<file path="config.mk">
export PLATFORM = sky130hd
export DESIGN_NAME = job_splitter
export DESIGN_NICKNAME = d
export VERILOG_FILES = /design/src/rtl/jp_pkg.sv /design/src/rtl/jp_piece_calc.sv /design/src/rtl/jp_job_state.sv /design/src/rtl/jp_err_flags.sv /design/src/rtl/job_splitter.sv
export SDC_FILE = /design/constraint.sdc
export NUM_CORES = 1
export LEC_CHECK = 0
export BUFFER_PORTS_ARGS = -buffer_cell sky130_fd_sc_hd__buf_2
export CAP_MARGIN = 10
export CORE_UTILIZATION = 45
export CTS_CLUSTER_SIZE = 12
export DETAILED_ROUTE_END_ITERATION = 8
export PLACE_DENSITY = 0.77
export SYNTH_ARGS = -nofsm -noshare
export SYNTH_HDL_FRONTEND = slang
export SYNTH_SLANG_ARGS = --single-unit
export TNS_END_PERCENT = 50
</file>
<file path="constraint.sdc">
create_clock -name clk -period 4.5 [get_ports clk]
set_input_delay 0.225 -clock clk [delete_from_list [all_inputs] [get_ports clk]]
set_output_delay 0.225 -clock clk [all_outputs]
set_load 0.03 [all_outputs]
</file>
<file path="src/rtl/jp_pkg.sv">
package jp_pkg;
  function automatic int unsigned jp_max(input int unsigned a, input int unsigned b);
    return (a > b) ? a : b;
  endfunction
endpackage

</file>
<file path="src/rtl/jp_piece_calc.sv">
module jp_piece_calc #(
  parameter int MAX_OUT = 256,
  parameter int LEN_W   = 16,
  localparam int OFS_W  = $clog2(MAX_OUT),
  localparam int PW     = OFS_W + 1
) (
  input  logic [OFS_W-1:0] ofs,
  input  logic [LEN_W-1:0] remain,
  output logic [PW-1:0]    piece,
  output logic             last
);
  localparam int CW = jp_pkg::jp_max(LEN_W, PW);

  logic [PW-1:0] to_bnd;
  logic [CW-1:0] rem_w, bnd_w;

  always_comb begin
    to_bnd = PW'(MAX_OUT) - {1'b0, ofs};
    rem_w  = CW'(remain);
    bnd_w  = CW'(to_bnd);
    if (rem_w <= bnd_w) begin
      piece = PW'(rem_w);
      last  = 1'b1;
    end else begin
      piece = to_bnd;
      last  = 1'b0;
    end
  end
endmodule

</file>
<file path="src/rtl/jp_job_state.sv">
module jp_job_state #(
  parameter int ADDR_W  = 32,
  parameter int ID_W    = 4,
  parameter int LEN_W   = 16,
  parameter int MAX_OUT = 256,
  localparam int OFS_W  = $clog2(MAX_OUT),
  localparam int PW     = OFS_W + 1
) (
  input  logic              clk,
  input  logic              rst_n,
  input  logic              load,
  input  logic [ADDR_W-1:0] ld_addr,
  input  logic [LEN_W-1:0]  ld_len,
  input  logic [ID_W-1:0]   ld_id,
  input  logic              fire,
  input  logic [PW-1:0]     piece,
  input  logic              last,
  output logic              busy,
  output logic [ADDR_W-1:0] cur_addr,
  output logic [LEN_W-1:0]  remain,
  output logic [ID_W-1:0]   cur_id
);
  always_ff @(posedge clk or negedge rst_n) begin
    if (!rst_n) begin
      busy     <= 1'b0;
      cur_addr <= '0;
      remain   <= '0;
      cur_id   <= '0;
    end else if (load) begin
      busy     <= 1'b1;
      cur_addr <= ld_addr;
      remain   <= ld_len;
      cur_id   <= ld_id;
    end else if (fire) begin
      cur_addr <= cur_addr + ADDR_W'(piece);
      remain   <= remain - LEN_W'(piece);
      if (last) busy <= 1'b0;
    end
  end


  piece_aligned_chk: assert property (@(posedge clk) disable iff (!rst_n)
    fire && !last |=> busy && (cur_addr[OFS_W-1:0] == '0));


  last_frees_chk: assert property (@(posedge clk) disable iff (!rst_n)
    fire && last && !load |=> !busy);
endmodule

</file>
<file path="src/rtl/jp_err_flags.sv">
module jp_err_flags #(
  parameter int LEN_W       = 16,
  parameter int MAX_IN      = 65535,
  parameter bit REMOVE_ZERO = 1'b0
) (
  input  logic             clk,
  input  logic             rst_n,
  input  logic             accept,
  input  logic [LEN_W-1:0] len,
  output logic             err_too_long,
  output logic             err_zero_len
);
  localparam logic [LEN_W-1:0] MAX_IN_L = LEN_W'(MAX_IN);

  always_ff @(posedge clk or negedge rst_n) begin
    if (!rst_n) begin
      err_too_long <= 1'b0;
      err_zero_len <= 1'b0;
    end else begin
      err_too_long <= accept && (len > MAX_IN_L);
      err_zero_len <= accept && (len == '0) && !REMOVE_ZERO;
    end
  end


  zero_flag_off_chk: assert property (@(posedge clk) disable iff (!rst_n)
    REMOVE_ZERO |-> !err_zero_len);


  long_pulse_chk: assert property (@(posedge clk) disable iff (!rst_n)
    !accept |=> !err_too_long);
endmodule

</file>
<file path="src/rtl/job_splitter.sv">
module job_splitter #(
  parameter int ADDR_W      = 32,
  parameter int ID_W        = 4,
  parameter int LEN_W       = 16,
  parameter int MAX_OUT     = 256,
  parameter int MAX_IN      = 65535,
  parameter bit REMOVE_ZERO = 1'b0,
  localparam int OFS_W      = $clog2(MAX_OUT),
  localparam int PW         = OFS_W + 1
) (
  input  logic              clk,
  input  logic              rst_n,
  input  logic              in_valid,
  output logic              in_ready,
  input  logic [ADDR_W-1:0] in_addr,
  input  logic [LEN_W-1:0]  in_len,
  input  logic [ID_W-1:0]   in_id,
  output logic              out_valid,
  input  logic              out_ready,
  output logic [ADDR_W-1:0] out_addr,
  output logic [PW-1:0]     out_len,
  output logic [ID_W-1:0]   out_id,
  output logic              err_too_long,
  output logic              err_zero_len
);
  logic              busy, accept, drop, load, fire, last;
  logic [ADDR_W-1:0] cur_addr;
  logic [LEN_W-1:0]  remain;
  logic [ID_W-1:0]   cur_id;
  logic [PW-1:0]     piece;

  assign in_ready = !busy;
  assign accept   = in_valid && in_ready;
  assign drop     = REMOVE_ZERO && (in_len == '0);
  assign load     = accept && !drop;
  assign fire     = out_valid && out_ready;

  jp_piece_calc #(.MAX_OUT(MAX_OUT), .LEN_W(LEN_W)) calc_i (
    .ofs(cur_addr[OFS_W-1:0]), .remain(remain), .piece(piece), .last(last)
  );

  jp_job_state #(.ADDR_W(ADDR_W), .ID_W(ID_W), .LEN_W(LEN_W), .MAX_OUT(MAX_OUT)) state_i (
    .clk(clk), .rst_n(rst_n), .load(load), .ld_addr(in_addr), .ld_len(in_len),
    .ld_id(in_id), .fire(fire), .piece(piece), .last(last), .busy(busy),
    .cur_addr(cur_addr), .remain(remain), .cur_id(cur_id)
  );

  jp_err_flags #(.LEN_W(LEN_W), .MAX_IN(MAX_IN), .REMOVE_ZERO(REMOVE_ZERO)) err_i (
    .clk(clk), .rst_n(rst_n), .accept(accept), .len(in_len),
    .err_too_long(err_too_long), .err_zero_len(err_zero_len)
  );

  assign out_valid = busy;
  assign out_addr  = cur_addr;
  assign out_len   = piece;
  assign out_id    = cur_id;


  len_bound_chk: assert property (@(posedge clk) disable iff (!rst_n)
    out_valid |-> out_len <= PW'(MAX_OUT));


  no_cross_chk: assert property (@(posedge clk) disable iff (!rst_n)
    out_valid |-> ({1'b0, out_addr[OFS_W-1:0]} + out_len) <= PW'(MAX_OUT));


  in_block_chk: assert property (@(posedge clk) disable iff (!rst_n)
    load |=> out_valid && !in_ready);


  out_stable_chk: assert property (@(posedge clk) disable iff (!rst_n)
    out_valid && !out_ready |=> out_valid && $stable(out_addr) && $stable(out_len) && $stable(out_id));


  drop_silent_chk: assert property (@(posedge clk) disable iff (!rst_n)
    accept && drop |=> !out_valid);
endmodule

</file>
After elaboration in Yosys (flattened, before gate mapping)
Index checks and enable logic that the tools add are counted.
{ "word_totals": {"ff_bits": 55, "latchBits": 0, "ramBits": 0, "mem_bits_ro": 0, "in_bits": 56, "output_inout_bits": 49, "word_cells": 29, "n_memories": 0} }
{ "op_classes": {"add_sub_neg": 3, "multipliers": 0, "div_mod_pow": 0, "n_lt_le_gt_ge": 2, "eq_ne": 0, "shift": 0, "n_mux": 9, "bitwise": 0, "reduce_logical": 9} }
{ "ops": {"columns": ["operator", "count"], "rows": [
  ["$mux W32", 2],
  ["$add A32 B9 Y32", 1],
  ["$mux W16", 2],
  ["$gt A16 B16 Y1 const B", 1],
  ["$le A16 B9 Y1", 1],
  ["$logic_not A16 Y1", 1],
  ["$sub A16 B9 Y16", 1],
  ["$mux W9", 1],
  ["$sub A9 B8 Y9 const A", 1],
  ["$logic_and A1 B1 Y1", 4],
  ["$mux W1", 4],
  ["$reduce_bool A2 Y1", 2],
  ["$reduce_and A2 Y1", 1],
  ["$logic_not A1 Y1", 1]
]} }

Logic depth before layout (Yosys ltp)
Gate-level depths: netlist (run 1).
{ "logic_depth": {"depth_word": 6, "mapped_depth": 22} }

Hierarchy
Synthesis (run 1) repeated with hierarchy kept, for this count alone.
{ "unflattened": {"hier_cells": 473, "hier_area_um2": 4106.4} }
{ "modules_own_cells": {"columns": ["mod", "n_inst", "cells_each", "area_each_um2"], "rows": [
  ["jp_job_state", 1, 401, 3515.9],
  ["jp_piece_calc", 1, 60, 475.5],
  ["jp_err_flags", 1, 9, 98.8],
  ["job_splitter", 1, 3, 16.3]
]} }

Worst setup path after synthesis (run 1)
Ideal clock, no wire load.
{ "synth_path": {"path_type": "reg-to-reg", "from": "register state_i.cur_addr[1]", "to": "register state_i.cur_addr[30]", "setup_ps": 124, "t_arrival_ps": 5388, "required_time_ps": 4376, "path_slack_ps": -1012, "path_stages_with_launch": 23, "path_buffers": 1, "path_cell_list": "dfrtp_1 inv_1 ha_1 nand2_1 or3_1 xor2_1 inv_1 ha_1 nand3_1 a31oi_1 o31ai_1 a21oi_2 buf_6 mux2i_1 ha_1 inv_1 fa_1 nor2b_1 o31a_1 o21a_1 o21ai_1 o311a_1 a211o_1"} }
{ "synth_between": {"elab_chain_cells": 6} }
{ "synth_rtl": {"columns": ["element", "line_no", "rtl"], "rows": [
  ["from (decl)", "jp_job_state.sv:19", "output logic [ADDR_W-1:0] cur_addr,"],
  ["from (signal assigned)", "jp_job_state.sv:31", "cur_addr <= ld_addr;"],
  ["from (signal assigned)", "jp_job_state.sv:35", "cur_addr <= cur_addr + ADDR_W'(piece);"],
  ["$sub A9 B8 Y9", "jp_piece_calc.sv:18", "to_bnd = PW'(MAX_OUT) - {1'b0, ofs};"],
  ["$le A16 B9 Y1", "jp_piece_calc.sv:21", "if (rem_w <= bnd_w) begin"],
  ["$mux W9", "jp_piece_calc.sv:21", null],
  ["named net out_len[0]", "job_splitter.sv:21", "output logic [PW-1:0] out_len,"],
  ["$add A32 B9 Y32", "jp_job_state.sv:35", null],
  ["$mux W32", "jp_job_state.sv:34", "end else if (fire) begin"],
  ["$mux W32", "jp_job_state.sv:29", "end else if (load) begin"]
]} }
The timed path passes the listed nets, and every way through them passes these cells. The select of a mux whose other input is x is not followed.
A chain may end at the register's enable or synchronous reset.

Final worst setup path (run 1)
{ "layout_path": {"from": "register state_i.cur_addr[0]", "to": "register state_i.remain[14]"} }
{ "layout_between": {"elab_chain_cells": 6} }
{ "layout_rtl": {"columns": ["element", "line_no", "rtl"], "rows": [
  ["$sub A9 B8 Y9 (*)", "jp_piece_calc.sv:18", null],
  ["$le A16 B9 Y1", "jp_piece_calc.sv:21", null],
  ["$mux W9 (*)", "jp_piece_calc.sv:21", null],
  ["$sub A16 B9 Y16 (*)", "jp_job_state.sv:36", "remain <= remain - LEN_W'(piece);"],
  ["$mux W16 (*)", "jp_job_state.sv:34", null],
  ["$mux W16 (*)", "jp_job_state.sv:29", null],
  ["to (signal assigned)", "jp_job_state.sv:32", "remain <= ld_len;"],
  ["to (signal assigned)", "jp_job_state.sv:36", null],
  ["to (decl)", "jp_job_state.sv:20", "output logic [LEN_W-1:0] remain,"]
]} }
Every way passes the cells marked *; elsewhere a longest branch is shown, timed or not. The select of a mux whose other input is x is not followed.

==> results by group, run 1 <==
Outcome
  – Outcome: complete, but fails checks
  – Violated checks: design-rule violations, negative setup slack

Critical path
  – Buffers & Inverters on Critical Path: 4
  – Setup crit end kind: register
  – Max incr delay on CP: 0.44 ns
  – CP cell instances: inv_4 > buf_4 > nand3_1 > nor4_2 > xnor2_1 > inv_1 > ha_1 > nand3_4 > a31oi_4 > o31ai_2 > a21oi_2 > buf_6 > mux2i_1 > ha_1 > nor2b_2 > o31a_1 > o211a_1 > o21a_4 > or3_4 > o311ai_4
  – Cell mode on critical path: ha_1
  – Cell at the slowest stage of the critical path: dfrtp_2
  – Startpoint types: register
  – WP data required: 4.73 ns
  – Crit path max fanout: 9
  – Cell class contributing the biggest share of worst-path delay: compound AO/OA/AOI/OAI gates
  – CP arrival: 4.86 ns
  – CP Class: register to register

Route
  – DRC violations left: 10
  – Total Wirelength: 13500 um
  – DR vias: 4513
  – Iter 0 DRT Violations: 274
  – Via/cell ratio: 6.13
  – Post-DR wirelength/cell: 18.4 um
  – First-pass DRT Iterations: 7
  – Antenna Nets Post-Route: 0

Power and ir drop
  – Leakage Power: 2.62 nW
  – Max IR drop VDD: 0.400 mV
  – Final Power: 5.25 mW
  – PD cells: 912 nW/um2

Synthesis
  – Netlist cell types: 67
  – Top post-synthesis cells by area: dfrtp_1 33%, ha_1 8.5%, nand2_1 4.5%, nand3_1 3.1%, mux2i_1 2.7%
  – Ys flop type: dfrtp_1
  – Area of the mapped netlist: 4130 um2
  – Flops & latches, synth: 54
  – Number of synthesized flops with an enable pin: 0
  – Synth area leader: dfrtp_1
  – Synth async-reset ratio: 100%
  – Synth warn: 0
  – Register area share after synthesis: 32.7%
  – Synth cell count leaders: 54 x dfrtp_1, 49 x nand2_1, 28 x ha_1, 26 x nand3_1, 25 x inv_1
  – Synth top area share: 32.7%
  – Syn_nets: 557
  – Mean Syn Cell Area: 8.77 um2
  – Count leader, synth: dfrtp_1
  – Post-Syn Instances: 471

Clocking
  – CTS tree: done
  – Clk slew on worst S/H paths: 0.12 ns
  – Clk_lat worst skew: 0.32 ns
  – CTS Buffer Depth: 2
  – CTS Hold Bufs: 0
  – H-tree depth: 2
  – Root Driver: clkbuf_8
  – Clock Sinks: 54
  – Cts bufs inserted: 5

Timing
  – Fin Setup TNS: -0.386 ns
  – Tmin final: 4.63 ns
  – Setup slack after layout: -0.130 ns
  – Slew HR: 47.0%
  – Top achievable clock speed: 216 MHz
  – WHS: 0.0303 ns
  – # setup viols final: 8
  – Worst-Margin Slew: 0.792 ns
  – RSZ-0062 raised after global routing: yes
  – Worst Skew: 0.00948 ns
  – Final Hold Fails: 0
  – Crit share post-route: 103%
  – Fin. max-slew vios: 0

Floorplan
  – Die Width: 97.8 um
  – Die Ht: 97.8 um
  – Cell Rows: 34
  – Core Area: 8810 um2
  – DIE AREA: 9570 um2
  – Initial Utilization: 46.9%
  – IO Pins: 105

Cells and area
  – Post-route insts no fill: 736
  – Final core occ: 65.3%
  – Layout area overhead: 39.3%
  – Fraction of layout cells with a size suffix above 1: 39.6%
  – Nets: 713
  – Ant. Diodes: 0

GRT
  – Largest net degree at the start of global routing: 55
  – First-pass GRT wire length: 21400 um
  – Vias in the first global route: 4404
  – Grt total ovfl: 0
  – Antenna violations before repair: 0
  – Total global-route track usage: 27.5%

Placement
  – Placed cell count: 704
  – Post-detail-place hpwl: 9550 um
  – Port bufs: 103
  – GP Congestion: 0.909

Flow run
  – # Max-Cap Violations: 0

Min path
  – Hold crit path type: input pin to async pin
==> cell type report <==
class                   instances  area [um2]
clock buffers                   5        68.8
clock inverters                 3        28.8
multi-input cells             370        3000
fillers                       706        3050
repair buffers                171        1070
flip-flops and latches         54        1360
well taps                     108         135
inverters                      25        98.8
==> logic make-up (layout without fill, tap and decap cells) <==
logic type,count (synthesis),after routing,synth area share [%]
adders and majority gates,30,30,9.45
xor gates and xnor gates,14,14,2.97
other,1,1,0.0908
AOI/OAI and AO/OA,144,144,25.1
and+or+nand+nor,162,162,20.3
DFF,54,54,32.7
buffers and inverters,47,204,4.57
muxes,19,19,4.85
==> routing by layer <==
metal | wire, um | global-route usage (%) | vias up | share of wire, %
li1 | - | - | 2109 | -
met5 | 0 | 0 | - | 0
met1 | 5630 | 35.5 | 2186 | 42
met4 | 150 | 7.69 | 0 | 1.1
met2 | 6780 | 48.4 | 205 | 50
met3 | 956 | 3.72 | 13 | 7.1
==> report_power, final <==
part	internal [mW]	switching [mW]	leakage (nW)
clock network	0.116	0.189	0.0502
registers	0.700	0.268	0.663
logic	1.84	2.13	1.90
==> through the flow <==
| stage | cell area (um2) | setup slack (ns) |
|---|---|---|
| after floorplan | 4220 | -0.359 |
| after global placement | 5130 | -0.342 |
| after detailed placement | 5130 | -0.401 |
| after CTS | 5390 | -0.0323 |
| after global routing | 5750 | -0.286 |
| final | 5750 | -0.130 |
==> registers in the layout, summed over array words and instances (netlist names) <==
name / count
state_i.cur_addr: 32
state_i.remain: 16
state_i.busy: 1
err_i.err_zero_len: 1
state_i.cur_id: 4
==> repair_timing <==
item                       in CTS  in global routing
setup endpoints to repair      18                 34
pin swaps                      12                 21
hold endpoints to repair        0                  0
cloned                          0                  0
setup buffers                   9                 15
gates resized for setup        17                 46
==> path summary, 6_finish.rpt <==
path                       depth (start not counted)                 from  slack, ns              endpoint
min in group clk                                   3             in_id[1]       0.08     state_i.cur_id[1]
setup / recovery                                  20  state_i.cur_addr[0]      -0.13    state_i.remain[14]
setup reg to reg                                  20  state_i.cur_addr[0]      -0.13    state_i.remain[14]
max in group asynchronous                          2                rst_n       3.95   state_i.cur_addr[1]
hold / removal                                     2                rst_n       0.03  state_i.cur_addr[18]
hold reg to reg                                    2    state_i.cur_id[3]       0.49     state_i.cur_id[3]
==> cells in the final DEF, fill, tap and decap left out, drive strengths merged, types with 7 or more instances in the layout <==
cell,synthesis,final
nand2,49,49
xnor2,10,10
ha,28,28
nand4,8,8
nor3,11,11
nor4,11,11
o211ai,8,8
nor2b,7,7
nand3,26,26
mux2i,11,11
a211oi,8,8
a21oi,21,21
o311ai,12,12
inv,25,26
dfrtp,54,54
buf,4,171
a221o,9,9
mux2,8,8
o21ai,26,26
or4,7,7
nor2,18,18
Power figures use the tool's default switching activity.
==> run 2, diff against run 1 <==
--- a/config.mk
+++ b/config.mk
@@ -7,10 +7,13 @@
 export LEC_CHECK = 0
 export BUFFER_PORTS_ARGS = -buffer_cell sky130_fd_sc_hd__buf_2
 export CAP_MARGIN = 10
-export CORE_UTILIZATION = 45
+export CELL_PAD_IN_SITES_DETAIL_PLACEMENT = 1
+export CELL_PAD_IN_SITES_GLOBAL_PLACEMENT = 1
+export CORE_UTILIZATION = 37
+export CTS_BUF_LIST = sky130_fd_sc_hd__clkbuf_8
 export CTS_CLUSTER_SIZE = 12
 export DETAILED_ROUTE_END_ITERATION = 8
-export PLACE_DENSITY = 0.77
+export PLACE_DENSITY = 0.84
 export SYNTH_ARGS = -nofsm -noshare
 export SYNTH_HDL_FRONTEND = slang
 export SYNTH_SLANG_ARGS = --single-unit
==> results by group, run 2 (synthesis results as in run 1) <==
Timing
  – Worst-Margin Slew: 1.09 ns (was 0.792 ns)
  – Top achievable clock speed: 196 MHz (was 216 MHz)
  – Slew HR: 27.3% (was 47.0%)
  – Crit share post-route: 114% (was 103%)
  – # setup viols final: 37 (was 8)
  – RSZ-0062 raised after global routing: yes (unchanged)
  – Fin. max-slew vios: 0 (unchanged)
  – Final Hold Fails: 0 (unchanged)
  – Setup slack after layout: -0.610 ns (was -0.130 ns)
  – Worst Skew: 0.00882 ns (was 0.00948 ns)
  – Tmin final: 5.11 ns (was 4.63 ns)

Critical path
  – Worst reg-to-reg setup slack: -0.61 ns (was -0.13 ns)
  – Crit path max fanout: 5 (was 9)
  – CP cell instances: nor2_4 > nand3_2 > nor4_4 > xnor2_2 > inv_1 > ha_1 > nand3_4 > a31oi_4 > o31ai_4 > a21oi_2 > buf_6 > mux2i_4 > ha_4 > inv_2 > fa_2 > nor2b_4 > o31a_1 > o21a_2 > o21ai_4 > o311ai_2 > nand3_1 (was inv_4 > buf_4 > nand3_1 > nor4_2 > xnor2_1 > inv_1 > ha_1 > nand3_4 > a31oi_4 > o31ai_2 > a21oi_2 > buf_6 > mux2i_1 > ha_1 > nor2b_2 > o31a_1 > o211a_1 > o21a_4 > or3_4 > o311ai_4)
  – Setup crit end kind: register (unchanged)
  – Buffers & Inverters on Critical Path: 3 (was 4)
  – Cell class contributing the biggest share of worst-path delay: compound AO/OA/AOI/OAI gates (unchanged)
  – WP data required: 4.72 ns (was 4.73 ns)
  – CP Class: register to register (unchanged)
  – CP arrival: 5.33 ns (was 4.86 ns)
  – R2r worst-path depth: 21 (was 20)
  – Startpoint types: register (unchanged)
  – Max incr delay on CP: 0.45 ns (was 0.44 ns)
  – First element of the critical path: state_i.cur_addr[3] (was state_i.cur_addr[0])
  – Reg-to-Reg End: state_i.cur_addr[20] (was state_i.remain[14])
  – RR Startpoint: state_i.cur_addr[3] (was state_i.cur_addr[0])
  – Cell at the slowest stage of the critical path: dfrtp_2 (unchanged)

Power and ir drop
  – Max IR drop VDD: 0.412 mV (was 0.400 mV)
  – PD cells: 1050 nW/um2 (was 912 nW/um2)
  – Leakage Power: 2.75 nW (was 2.62 nW)

Floorplan
  – Die Ht: 108 um (was 97.8 um)
  – Die Width: 108 um (was 97.8 um)
  – Initial Utilization: 38.1% (was 46.9%)
  – DIE AREA: 11600 um2 (was 9570 um2)
  – IO Pins: 105 (unchanged)
  – Cell Rows: 38 (was 34)
  – Core Area: 10800 um2 (was 8810 um2)

Clocking
  – Clock Sinks: 54 (unchanged)
  – CTS Buffer Depth: 2 (unchanged)
  – Cts bufs inserted: 5 (unchanged)
  – Clk slew on worst S/H paths: 0.11 ns (was 0.12 ns)
  – CTS tree: done (unchanged)
  – Clk_lat worst skew: 0.35 ns (was 0.32 ns)
  – Root Driver: clkbuf_8 (unchanged)
  – H-tree depth: 2 (unchanged)

Outcome
  – Violated checks: negative setup slack (was design-rule violations, negative setup slack)
  – Outcome: complete, but fails checks (unchanged)

GRT
  – Total global-route track usage: 32.3% (was 27.5%)
  – Antenna violations before repair: 0 (unchanged)
  – Grt total ovfl: 0 (unchanged)
  – First-pass GRT wire length: 28300 um (was 21400 um)
  – Vias in the first global route: 5274 (was 4404)
  – Largest net degree at the start of global routing: 55 (unchanged)

Cells and area
  – Post-route insts no fill: 778 (was 736)
  – Ant. Diodes: 0 (unchanged)
  – Post-Layout Inst Area: 6230 um2 (was 5750 um2)
  – Reg with most FFs: state_i.cur_addr (unchanged)
  – Fraction of layout cells with a size suffix above 1: 46.7% (was 39.6%)
  – Nets: 723 (was 713)
  – Layout area overhead: 50.8% (was 39.3%)
  – Most common cell after layout, fill and taps aside: buf_2 (unchanged)
  – Max reg flops: 32 (unchanged)
  – Most frequent cells in the layout: 103 x buf_2, 68 x buf_4, 50 x dfrtp_1 (was 103 x buf_2, 61 x buf_4, 50 x dfrtp_1)
  – Top Registers: state_i.cur_addr x32, state_i.remain x16, state_i.cur_id x4 (unchanged)

Route
  – Post-DR wirelength/cell: 27.8 um (was 18.4 um)
  – Iter 0 DRT Violations: 291 (was 274)
  – First-pass DRT Iterations: 5 (was 7)
  – Antenna Nets Post-Route: 0 (unchanged)
  – Total Wirelength: 21700 um (was 13500 um)
  – DR vias: 5080 (was 4513)
  – DRC violations left: 0 (was 10)
  – Via/cell ratio: 6.53 (was 6.13)

Flow run
  – # Max-Cap Violations: 0 (unchanged)

Min path
  – Hold crit path type: input pin to async pin (unchanged)

Placement
  – Post-detail-place hpwl: 11900 um (was 9550 um)
  – GP Congestion: 0.928 (was 0.909)
  – Placed cell count: 737 (was 704)
  – Port bufs: 103 (unchanged)
  – Placed instance area: 5160 um2 (was 5130 um2)
## run 2: changes by cell type in the layout (fill, tap and decap cells not counted), sizes merged
cell	previous run	this run
buf	171	181
clkinv	2	0
clkbuf	5	6
clkinvlp	0	1
## run 2: power by group
group          internal, mW  total (mW)  switching (mW)
Combinational          2.28        5.17            2.89
Clock                 0.128       0.326           0.198
Sequential            0.700        1.05           0.351
## run 2: cell type report
class	count	area [um2]
fillers	1229	4610
multi-input cells	370	3360
flip-flops and latches	54	1360
repair buffers	181	1150
well taps	140	175
inverters	25	98.8
clock buffers	6	82.6
clock inverters	2	16.3
## run 2: worst reg2reg max path: stages, from the launching register on
cell	delay (ns)
dfrtp_2	0.45
nor2_4	0.17
nand3_2	0.25
nor4_4	0.32
xnor2_2	0.19
inv_1	0.08
ha_1	0.35
nand3_4	0.11
a31oi_4	0.18
o31ai_4	0.07
a21oi_2	0.20
buf_6	0.17
mux2i_4	0.44
ha_4	0.23
inv_2	0.05
fa_2	0.44
nor2b_4	0.17
o31a_1	0.23
o21a_2	0.24
o21ai_4	0.11
o311ai_2	0.43
nand3_1	0.14
## run 2: timing repair
action	in CTS	in global routing
gates resized for setup	57	77
pin swaps	25	52
hold endpoints to repair	0	0
cloned	0	0
endpoints found under the setup margin	35	38
buffers inserted	19	16
hold buffers	0	0
## run 2: metal layers
layer | wire, um | GRT usage, % | vias up
met5 | 0 | 0 | -
met4 | 1430 | 17.5 | 0
met3 | 1650 | 4.36 | 105
met2 | 10700 | 58.2 | 313
met1 | 7880 | 36.7 | 2535
li1 | - | - | 2127
## run 2: worst max path at each step
stage | to | slack (ns) | cells after the start
final | state_i.cur_addr[20] | -0.61 | 21
after global routing | state_i.cur_addr[20] | -0.72 | 21
after CTS | state_i.cur_addr[30] | -0.08 | 22
after detailed placement | state_i.cur_addr[20] | -0.52 | 21
after global placement | state_i.cur_addr[20] | -0.11 | 21
after floorplan | state_i.cur_addr[30] | -0.36 | 22
## run 2: metrics by stage
| stage | hold slack [ns] | util [%] | setup WS [ns] | power (mW) | TNS (ns) |
|---|---|---|---|---|---|
| after floorplan | -0.0706 | - | -0.359 | 3.12 | -4.94 |
| after global placement | 0.408 | 47.6 | -0.108 | 4.12 | -0.209 |
| after detailed placement | 0.422 | 47.6 | -0.517 | 4.36 | -6.93 |
| after CTS | 0.0522 | 52.5 | -0.0809 | 5.16 | -0.207 |
| after global routing | 0.0604 | 57.5 | -0.722 | 6.79 | -16.91 |
| final | 0.0204 | 57.5 | -0.610 | 6.55 | -12.26 |
